==> src/rtl/tmrctl_pkg.sv <==
package tmrctl_pkg;

    localparam int NCH   = 2;
    localparam int REG_W = 8;

    typedef struct packed {
        logic [NCH-1:0] tf;   // timer overflow flags
        logic [NCH-1:0] tr;   // timer run enables
        logic [NCH-1:0] ie;   // external pin flags
        logic [NCH-1:0] it;   // external trigger type, 1 = edge
    } ctl_state_t;

    // Bit positions; neighbours decode these, so they are fixed.
    function automatic int unsigned tf_pos(int unsigned ch);
        return (ch == 0) ? 5 : 7;
    endfunction

    function automatic int unsigned tr_pos(int unsigned ch);
        return (ch == 0) ? 4 : 6;
    endfunction

    function automatic int unsigned ie_pos(int unsigned ch);
        return (ch == 0) ? 1 : 3;
    endfunction

    function automatic int unsigned it_pos(int unsigned ch);
        return (ch == 0) ? 0 : 2;
    endfunction

    function automatic logic [REG_W-1:0] to_byte(ctl_state_t s);
        logic [REG_W-1:0] b;
        b = '0;
        for (int unsigned ch = 0; ch < NCH; ch++) begin
            b[tf_pos(ch)] = s.tf[ch];
            b[tr_pos(ch)] = s.tr[ch];
            b[ie_pos(ch)] = s.ie[ch];
            b[it_pos(ch)] = s.it[ch];
        end
        return b;
    endfunction

endpackage

==> src/rtl/tmrctl_pin_sync.sv <==
module tmrctl_pin_sync #(
    parameter int STAGES = 2
) (
    input  logic clk,
    input  logic rst_n,
    input  logic pin_n,
    output logic level,
    output logic fall
);

    logic [STAGES-1:0] chain_d, chain_q;
    logic              prev_d, prev_q;

    always_comb begin
        chain_d = {chain_q[STAGES-2:0], pin_n};
        prev_d  = chain_q[STAGES-1];
    end

    always_ff @(posedge clk or negedge rst_n) begin
        if (!rst_n) begin
            chain_q <= '1;   // idle pin is high; no false edge out of reset
            prev_q  <= 1'b1;
        end else begin
            chain_q <= chain_d;
            prev_q  <= prev_d;
        end
    end

    assign level = chain_q[STAGES-1];
    assign fall  = prev_q & ~chain_q[STAGES-1];

endmodule

==> src/rtl/tmrctl_bus_dec.sv <==
module tmrctl_bus_dec #(
    parameter int                ADDR_W   = 8,
    parameter int                REG_W    = 8,
    parameter logic [ADDR_W-1:0] REG_ADDR = 8'h88
) (
    input  logic [ADDR_W-1:0] addr,
    input  logic              bit_mode,
    input  logic              wr,
    input  logic [REG_W-1:0]  wdata,
    input  logic [REG_W-1:0]  cur,
    output logic [REG_W-1:0]  wr_mask,
    output logic [REG_W-1:0]  wr_val,
    output logic [REG_W-1:0]  rdata,
    output logic              hit
);

    localparam int IDX_W = $clog2(REG_W);

    logic             byte_hit;
    logic             bit_hit;
    logic [IDX_W-1:0] bit_idx;

    always_comb begin
        byte_hit = !bit_mode && (addr == REG_ADDR);
        bit_hit  = bit_mode && (addr[ADDR_W-1:IDX_W] == REG_ADDR[ADDR_W-1:IDX_W]);
        bit_idx  = addr[IDX_W-1:0];
        hit      = byte_hit || bit_hit;

        wr_mask = '0;
        if (wr && byte_hit) begin
            wr_mask = '1;
        end else if (wr && bit_hit) begin
            wr_mask[bit_idx] = 1'b1;
        end
        wr_val = byte_hit ? wdata : {REG_W{wdata[0]}};

        rdata = '0;
        if (byte_hit) begin
            rdata = cur;
        end else if (bit_hit) begin
            rdata[0] = cur[bit_idx];
        end
    end

endmodule

==> src/rtl/tmrctl_reg.sv <==
module tmrctl_reg #(
    parameter int                ADDR_W      = 8,
    parameter logic [ADDR_W-1:0] REG_ADDR    = 8'h88,
    parameter int                SYNC_STAGES = 2
) (
    input  logic                            clk,
    input  logic                            rst_n,
    input  logic [tmrctl_pkg::NCH-1:0]      tmr_ovf,
    input  logic [tmrctl_pkg::NCH-1:0]      tmr_ack,
    input  logic [tmrctl_pkg::NCH-1:0]      ext_pin_n,
    input  logic [tmrctl_pkg::NCH-1:0]      ext_ack,
    input  logic [ADDR_W-1:0]               bus_addr,
    input  logic                            bus_bit_mode,
    input  logic                            bus_wr,
    input  logic [tmrctl_pkg::REG_W-1:0]    bus_wdata,
    output logic [tmrctl_pkg::REG_W-1:0]    bus_rdata,
    output logic                            bus_hit,
    output logic [tmrctl_pkg::NCH-1:0]      timer_run,
    output logic [tmrctl_pkg::NCH-1:0]      timer_irq_req,
    output logic [tmrctl_pkg::NCH-1:0]      ext_irq_req
);

    import tmrctl_pkg::*;

    ctl_state_t       st_d, st_q;
    logic [REG_W-1:0] cur_byte;
    logic [REG_W-1:0] wr_mask;
    logic [REG_W-1:0] wr_val;
    logic [NCH-1:0]   pin_lvl;
    logic [NCH-1:0]   edge_fall;
    logic [NCH-1:0]   ext_type_q;

    for (genvar ch = 0; ch < NCH; ch++) begin : g_pin
        tmrctl_pin_sync #(
            .STAGES (SYNC_STAGES)
        ) u_sync (
            .clk   (clk),
            .rst_n (rst_n),
            .pin_n (ext_pin_n[ch]),
            .level (pin_lvl[ch]),
            .fall  (edge_fall[ch])
        );
    end

    assign cur_byte = to_byte(st_q);

    tmrctl_bus_dec #(
        .ADDR_W   (ADDR_W),
        .REG_W    (REG_W),
        .REG_ADDR (REG_ADDR)
    ) u_dec (
        .addr     (bus_addr),
        .bit_mode (bus_bit_mode),
        .wr       (bus_wr),
        .wdata    (bus_wdata),
        .cur      (cur_byte),
        .wr_mask  (wr_mask),
        .wr_val   (wr_val),
        .rdata    (bus_rdata),
        .hit      (bus_hit)
    );

    always_comb begin
        st_d = st_q;
        for (int unsigned ch = 0; ch < NCH; ch++) begin
            // software-only bits
            if (wr_mask[tr_pos(ch)]) st_d.tr[ch] = wr_val[tr_pos(ch)];
            if (wr_mask[it_pos(ch)]) st_d.it[ch] = wr_val[it_pos(ch)];

            // overflow flag: hardware set > acknowledge > software
            if (tmr_ovf[ch]) begin
                st_d.tf[ch] = 1'b1;
            end else if (tmr_ack[ch]) begin
                st_d.tf[ch] = 1'b0;
            end else if (wr_mask[tf_pos(ch)]) begin
                st_d.tf[ch] = wr_val[tf_pos(ch)];
            end

            // pin flag: mode from the post-write type bit
            if (!st_d.it[ch]) begin
                st_d.ie[ch] = ~pin_lvl[ch];
            end else if (edge_fall[ch]) begin
                st_d.ie[ch] = 1'b1;
            end else if (ext_ack[ch]) begin
                st_d.ie[ch] = 1'b0;
            end else if (wr_mask[ie_pos(ch)]) begin
                st_d.ie[ch] = wr_val[ie_pos(ch)];
            end
        end
    end

    always_ff @(posedge clk or negedge rst_n) begin
        if (!rst_n) begin
            st_q <= '0;
        end else begin
            st_q <= st_d;
        end
    end

    assign ext_type_q    = st_q.it;
    assign timer_run     = st_q.tr;
    assign timer_irq_req = st_q.tf;
    assign ext_irq_req   = st_q.ie;

endmodule

==> config.mk <==
export PLATFORM = sky130hd
export DESIGN_NAME = tmrctl_reg
export DESIGN_NICKNAME = d
export VERILOG_FILES = /design/src/rtl/tmrctl_pkg.sv /design/src/rtl/tmrctl_pin_sync.sv /design/src/rtl/tmrctl_bus_dec.sv /design/src/rtl/tmrctl_reg.sv
export SDC_FILE = /design/constraint.sdc
export NUM_CORES = 1
export LEC_CHECK = 0
export ABC_AREA = 1
export BUFFER_PORTS_ARGS = -buffer_cell sky130_fd_sc_hd__buf_2
export CORE_MARGIN = 2
export CORE_UTILIZATION = 42
export CTS_CLUSTER_SIZE = 24
export DETAILED_ROUTE_END_ITERATION = 12
export GPL_TIMING_DRIVEN = 0
export PLACE_DENSITY = 0.74
export SYNTH_ARGS = -nofsm -noshare
export SYNTH_HDL_FRONTEND = slang
export SYNTH_SLANG_ARGS = --single-unit
==> constraint.sdc <==
create_clock -name clk -period 1.2 [get_ports clk]
set_input_delay 0.3 -clock clk [delete_from_list [all_inputs] [get_ports clk]]
set_output_delay 0.3 -clock clk [all_outputs]
set_load 0.03 [all_outputs]
======== Word level (Yosys, flattened, before mapping) ========
Cells that the tools add are included.
cells by class
  add/sub/neg operators ................... 0
  $mul .................................... 0
  div/mod/pow operators ................... 0
  magnitude comparators ................... 2
  eq/ne operators ......................... 4
  shift-type cells ........................ 0
  mux-type cells .......................... 26
  bitwise operators ....................... 4
  reductions and logical operators ........ 9
operators with widths
  operator            count
  $mux 8              3
  $mux 1              20
  $eq 8x8->1 const B  1
  $ne 4x2->1 const B  2
  $mux 7              1
  $reduce_bool 3->1   2
  $eq 5x5->1 const B  1
  $logic_and 1x1->1   5
  $lt 3x4->1 const B  1
  $bmux 1 s3          1
  $demux 1 s3         1
  $ge 3x1->1 const B  1
  $and 1x1->1         2
  $not 1->1           2
  $logic_not 1->1     1
  $logic_or 1x1->1    1
storage, ports and cells
  register bits after elaboration ......... 14
  bits in latches ......................... 0
  memory bits (writable) .................. 0
  memory bits (read-only) ................. 0
  logic and storage cells ................. 56
  memories kept ........................... 0

======== Longest topological paths before layout ========
  depth in word-level cells ............... 10
  depth in mapped cells ................... 12
  mapped depth without buffers ............ 12

======== By module ========
A second synthesis with hierarchy kept.
second synthesis, totals
  cells, all modules ...................... 166
  area total of the unflattened synthesis .. 1,171.1 µm²
by module, submodules not included
  module           times used  cells an instance  area each (µm²)  sequential area each (µm²)
  tmrctl_bus_dec   1           102                558.0            0.0
  tmrctl_reg       1           54                 435.4            200.2
  tmrctl_pin_sync  2           5                  88.8             78.8

======== Worst setup path after synthesis ========
No wires, ideal clock.
  kind .................................... input port to output port
  from .................................... input port bus_addr[6]
  to ...................................... output port bus_rdata[0] (netlist name)
  arrival time ............................ 1.549 ns
  data required time ...................... 0.900 ns
  setup slack ............................. -0.649 ns
  cell stages on the path ................. 6
  path through ............................ inv_1 > nand2_1 > nor2_4 > nand3_4 > buf_2 > o21ai_0
between the ends
  word-level cells in the longest chain between the ends .. 4
  elaborated cells between the ends (all ways) .. 6
RTL lines
  what                RTL line              source
  start: declaration  tmrctl_reg.sv:12      input logic [ADDR_W-1:0] bus_addr,
  $eq 5x5->1          tmrctl_bus_dec.sv:25  bit_hit = bit_mode && (addr[ADDR_W-1:IDX_W] == REG_ADDR[ADDR_W-1:IDX_W]);
  $logic_and 1x1->1   tmrctl_bus_dec.sv:25
  $mux 1              tmrctl_bus_dec.sv:40  end else if (bit_hit) begin
  $mux 1 *            tmrctl_bus_dec.sv:38  if (byte_hit) begin
  end: declaration    tmrctl_reg.sv:16      output logic [tmrctl_pkg::REG_W-1:0] bus_rdata,
Mark *: on every way between the ends. The rest lies on a longest branch, timed or not.

======== Final worst setup path ========
  from .................................... register st_q (netlist bit timer_irq_req[1])
  to ...................................... output port bus_rdata[0] (netlist name)
between the ends
  word-level cells in the longest chain between the ends .. 4
RTL lines
  what                          RTL line              source
  start: declaration            tmrctl_reg.sv:25      ctl_state_t st_d, st_q;
  start signal: assignment      tmrctl_reg.sv:96      st_q <= st_d;
  $bmux 1 s3                    tmrctl_bus_dec.sv:41  rdata[0] = cur[bit_idx];
  $mux 1 (not written as such)  tmrctl_bus_dec.sv:41
  $mux 1                        tmrctl_bus_dec.sv:40
  $mux 1                        tmrctl_bus_dec.sv:38
Every way passes these cells. The select of a mux whose other input is x is not followed.

==> reports/results.tsv <==
stage	metric	value	unit
cells_and_area	proportion of layout cells with a drive suffix above 1	63.6	%
placed_design	dpl hpwl	2150	um
timing	Fmax	0.579	GHz
floorplanning	# IOs	43	
critical_path	CP Buf/Inv Count	2	
grt	remaining global-route overflow	0	
logic_synthesis	mux cell area share after synthesis	0	%
critical_path	CP max stage cell	dfrtp_2	
grt	number of global-route vias before repair	1241	
run_status	status	finished, violations left	
route	Via density	5.69	
logic_synthesis	synthesized area per cell	6.95	um2
logic_synthesis	cell taking the most area after synthesis	dfrtp_1	
logic_synthesis	Mapped Area	1030	um2
route	DR iter-0 viols	68	
placed_design	Port Buffer Count	42	
critical_path	critical path, cell by cell	inv_2 > nand2_1 > o211ai_1 > nor2_1 > nand3_2 > o21ai_4 > buf_6	
logic_synthesis	Post-Synth Adder-Cell Area	0	%
critical_path	worst r2r path cells	6	
critical_path	WP data required	0.90	ns
route	# DRC	0	
route	Detail Route Antenna Nets	0	
grt	Global Route Usage Sum	28.1	%
run	max-cap check violation count	0	
clock_tree	clk_lat worst skew	0.28	ns
critical_path	CP startpoint kind	flip-flop	
floorplanning	# rows	17	
critical_path	CP top delay family	flip-flops	
grt	largest net degree at the start of global routing	15	
power_and_ir_drop	leakage power	1.00	nW
clock_tree	CTS root buf	clkbuf_4	
power_and_ir_drop	Final Power	1.25	mW
critical_path	reg-to-reg startpoint	ext_irq_req[1]	
route	wire length per cell	19.9	um
timing	Final Setup Violations	19	
timing	Final Hold Fails	0	
critical_path	Reg2Reg Capture Point	ext_irq_req[1]	
logic_synthesis	synthesized flop and latch total	14	
critical_path	CP max stage delay	0.39	ns
timing	Max Transition Viols Final	0	
clock_tree	clock buffer depth	2	
cells_and_area	Area growth syn-to-layout	91.8	%
hold_path	Hold Crit Start	ext_pin_n[0]	
logic_synthesis	Primary FF master, synth	dfrtp_1	
logic_synthesis	Yosys cell types	25	
timing	normalized max-slew margin	77.3	%
logic_synthesis	compound-gate portion of the synthesized area	6.57	%
hold_path	Hold WC Path Type	input port to flip-flop	
hold_path	Hold Crit Endpoint	g_pin[0].u_sync.chain_q[0]	
cells_and_area	Ant. Diodes	0	
power_and_ir_drop	Cell Pwr Density	634	nW/um2
grt	first-pass GRT wire length	5680	um
timing	Least-Margin Pin Slew	0.340	ns
cells_and_area	Final nets	249	
clock_tree	CTS buffer count	3	
logic_synthesis	Post-synth EDFFs	0	
placed_design	GPL Wtd Cong	0.897	
critical_path	CP max FO	2	
critical_path	reg2reg setup slack	0.18	ns
route	via total after detailed routing	1411	
cells_and_area	final core occ	87.5	%
timing	fin crit share	144	%
floorplanning	Starting Density	45.6	%
logic_synthesis	Area contributors post-synth	dfrtp_1 (19%), dfstp_2 (15%), nand2_1 (14%)	
timing	Tmin final	1.73	ns
power_and_ir_drop	Max IR drop VDD	658	uV
critical_path	critical path endpoint category	primary output	
run_status	violated checks	setup timing	
cells_and_area	fillcell total	108	
logic_synthesis	XOR/XNOR Fraction of Synth Area	0	%
floorplanning	die area	2860	um2
critical_path	Worst EP arrival	1.43	ns
logic_synthesis	largest family of logic cells by synthesized area	simple AND/OR/NAND/NOR gates	
grt	antenna violations before repair	0	
clock_tree	H-Tree Depth	1	
timing	worst setup margin	-0.526	ns
hold_path	hold path depth	1	
logic_synthesis	Synth warnings	0	
cells_and_area	final non-filler cell total	248	
logic_synthesis	post-synthesis sequential area ratio	34.8	%
critical_path	crit path kind	flip-flop to primary output	
clock_tree	Reg clk slew, reported paths	0.09	ns
logic_synthesis	share of the synthesized area in the top cell type	19.5	%
clock_tree	CTS sink count	14	
timing	Clock Skew	0.00976	ns
placed_design	Placed Cells	218	
route	total routed wirelength	4930	um
floorplanning	DIE HEIGHT	53.5	um
logic_synthesis	Syn Inst Count	148	
clock_tree	CTS tree	yes	
logic_synthesis	asr flop ratio synth	100	%
logic_synthesis	Synth Net Count	176	
route	1st-pass router iterations	4	
floorplanning	die width	53.5	um
timing	unrepaired setup endpoints after global routing	true	
logic_synthesis	Synth Area in Simple Gates	44.4	%
floorplanning	Core Footprint	2250	um2
[synth_stat cells, types with 3 or more instances]
cell and n:
nand3_1 10, nor2_1 16, inv_2 3, nand4_1 7
o21ai_0 10, dfrtp_1 8, nand2_1 38, dfstp_2 6
inv_1 29
[report_power, final]
| group | leakage [nW] | switching, mW | internal [mW] |
|---|---|---|---|
| clock network | 0.0150 | 0.153 | 0.129 |
| logic | 0.843 | 0.258 | 0.181 |
| registers | 0.147 | 0.0188 | 0.510 |
[layout make-up]
cell class	instances	area (um2)	area share [%]
inverters	34	183	9.26
well taps	28	35.0	1.78
clock buffers	4	26.3	1.33
flip-flops and latches	14	362	18.3
multi-input cells	98	746	37.8
repair buffers	68	591	29.9
plain buffers	2	31.3	1.59
[per-stage QoR]
step	TNS, ns	hold WS, ns	cell area, um2	setup slack, ns
after CTS	-2.78	0.110	1750	-0.415
after floorplan	-1.04	0.00441	1150	-0.182
final	-4.58	0.108	1970	-0.526
after global routing	-5.36	0.0934	1970	-0.570
after global placement	-5.76	0.212	1390	-0.517
after detailed placement	-6.27	0.217	1390	-0.533
[metal layers]
metal  GRT usage (%)  routed length [um]  part of all wire (%)  vias to the layer above
li1                -                   -                     -                      613
met1            33.4                1710                    35                      654
met3            3.11                 374                   7.6                       43
met5               0                   0                     0                        -
met2            49.6                2510                    51                      101
met4            13.7                 335                   6.8                        0
[cells by family after synthesis]
| logic type | after synthesis |
|---|---|
| flops | 14 |
| simple gates | 85 |
| buf+inv | 36 |
| compound gates | 13 |
[sequential cells by signal (all words and copies together), names as in the netlist]
register,flops
timer_run,2
ext_irq_req,2
g_pin.u_sync.chain_q,4
g_pin.u_sync.prev_q,2
ext_type_q,2
timer_irq_req,2
[layout by cell type, fill, tap and decap left out, drive strengths merged]
cell type    Yosys  final
o21ai           11     11
a21oi            1      1
dlygate4sd3      0      1
buf              2     69
inv             32     31
clkbuf           0      4
o211ai           1      1
clkinv           2      3
nand4            8      8
nor3             3      3
nand3           13     13
nand2           41     41
dfstp            6      6
dfrtp            8      8
nand3b           2      2
nor2            18     18
[worst max-delay path by stage]
stage | endpoint | depth (start not counted) | startpoint
after floorplan | bus_rdata[0] | 6 | bus_addr[4]
after global placement | bus_rdata[0] | 8 | bus_addr[4]
after detailed placement | bus_rdata[0] | 8 | bus_addr[4]
after CTS | bus_rdata[0] | 7 | timer_irq_req[1]
after global routing | bus_rdata[0] | 7 | timer_irq_req[1]
final | bus_rdata[0] | 7 | timer_irq_req[1]
[repair_timing]
action,4_1_cts,5_1_grt
gates cloned,2,0
setup buffers,13,14
hold endpoints to repair,8,0
hold buffers,1,0
endpoints found under the setup margin,12,18
pin swaps,22,14
resized for setup,61,46
(Power assumes the default switching activity.)
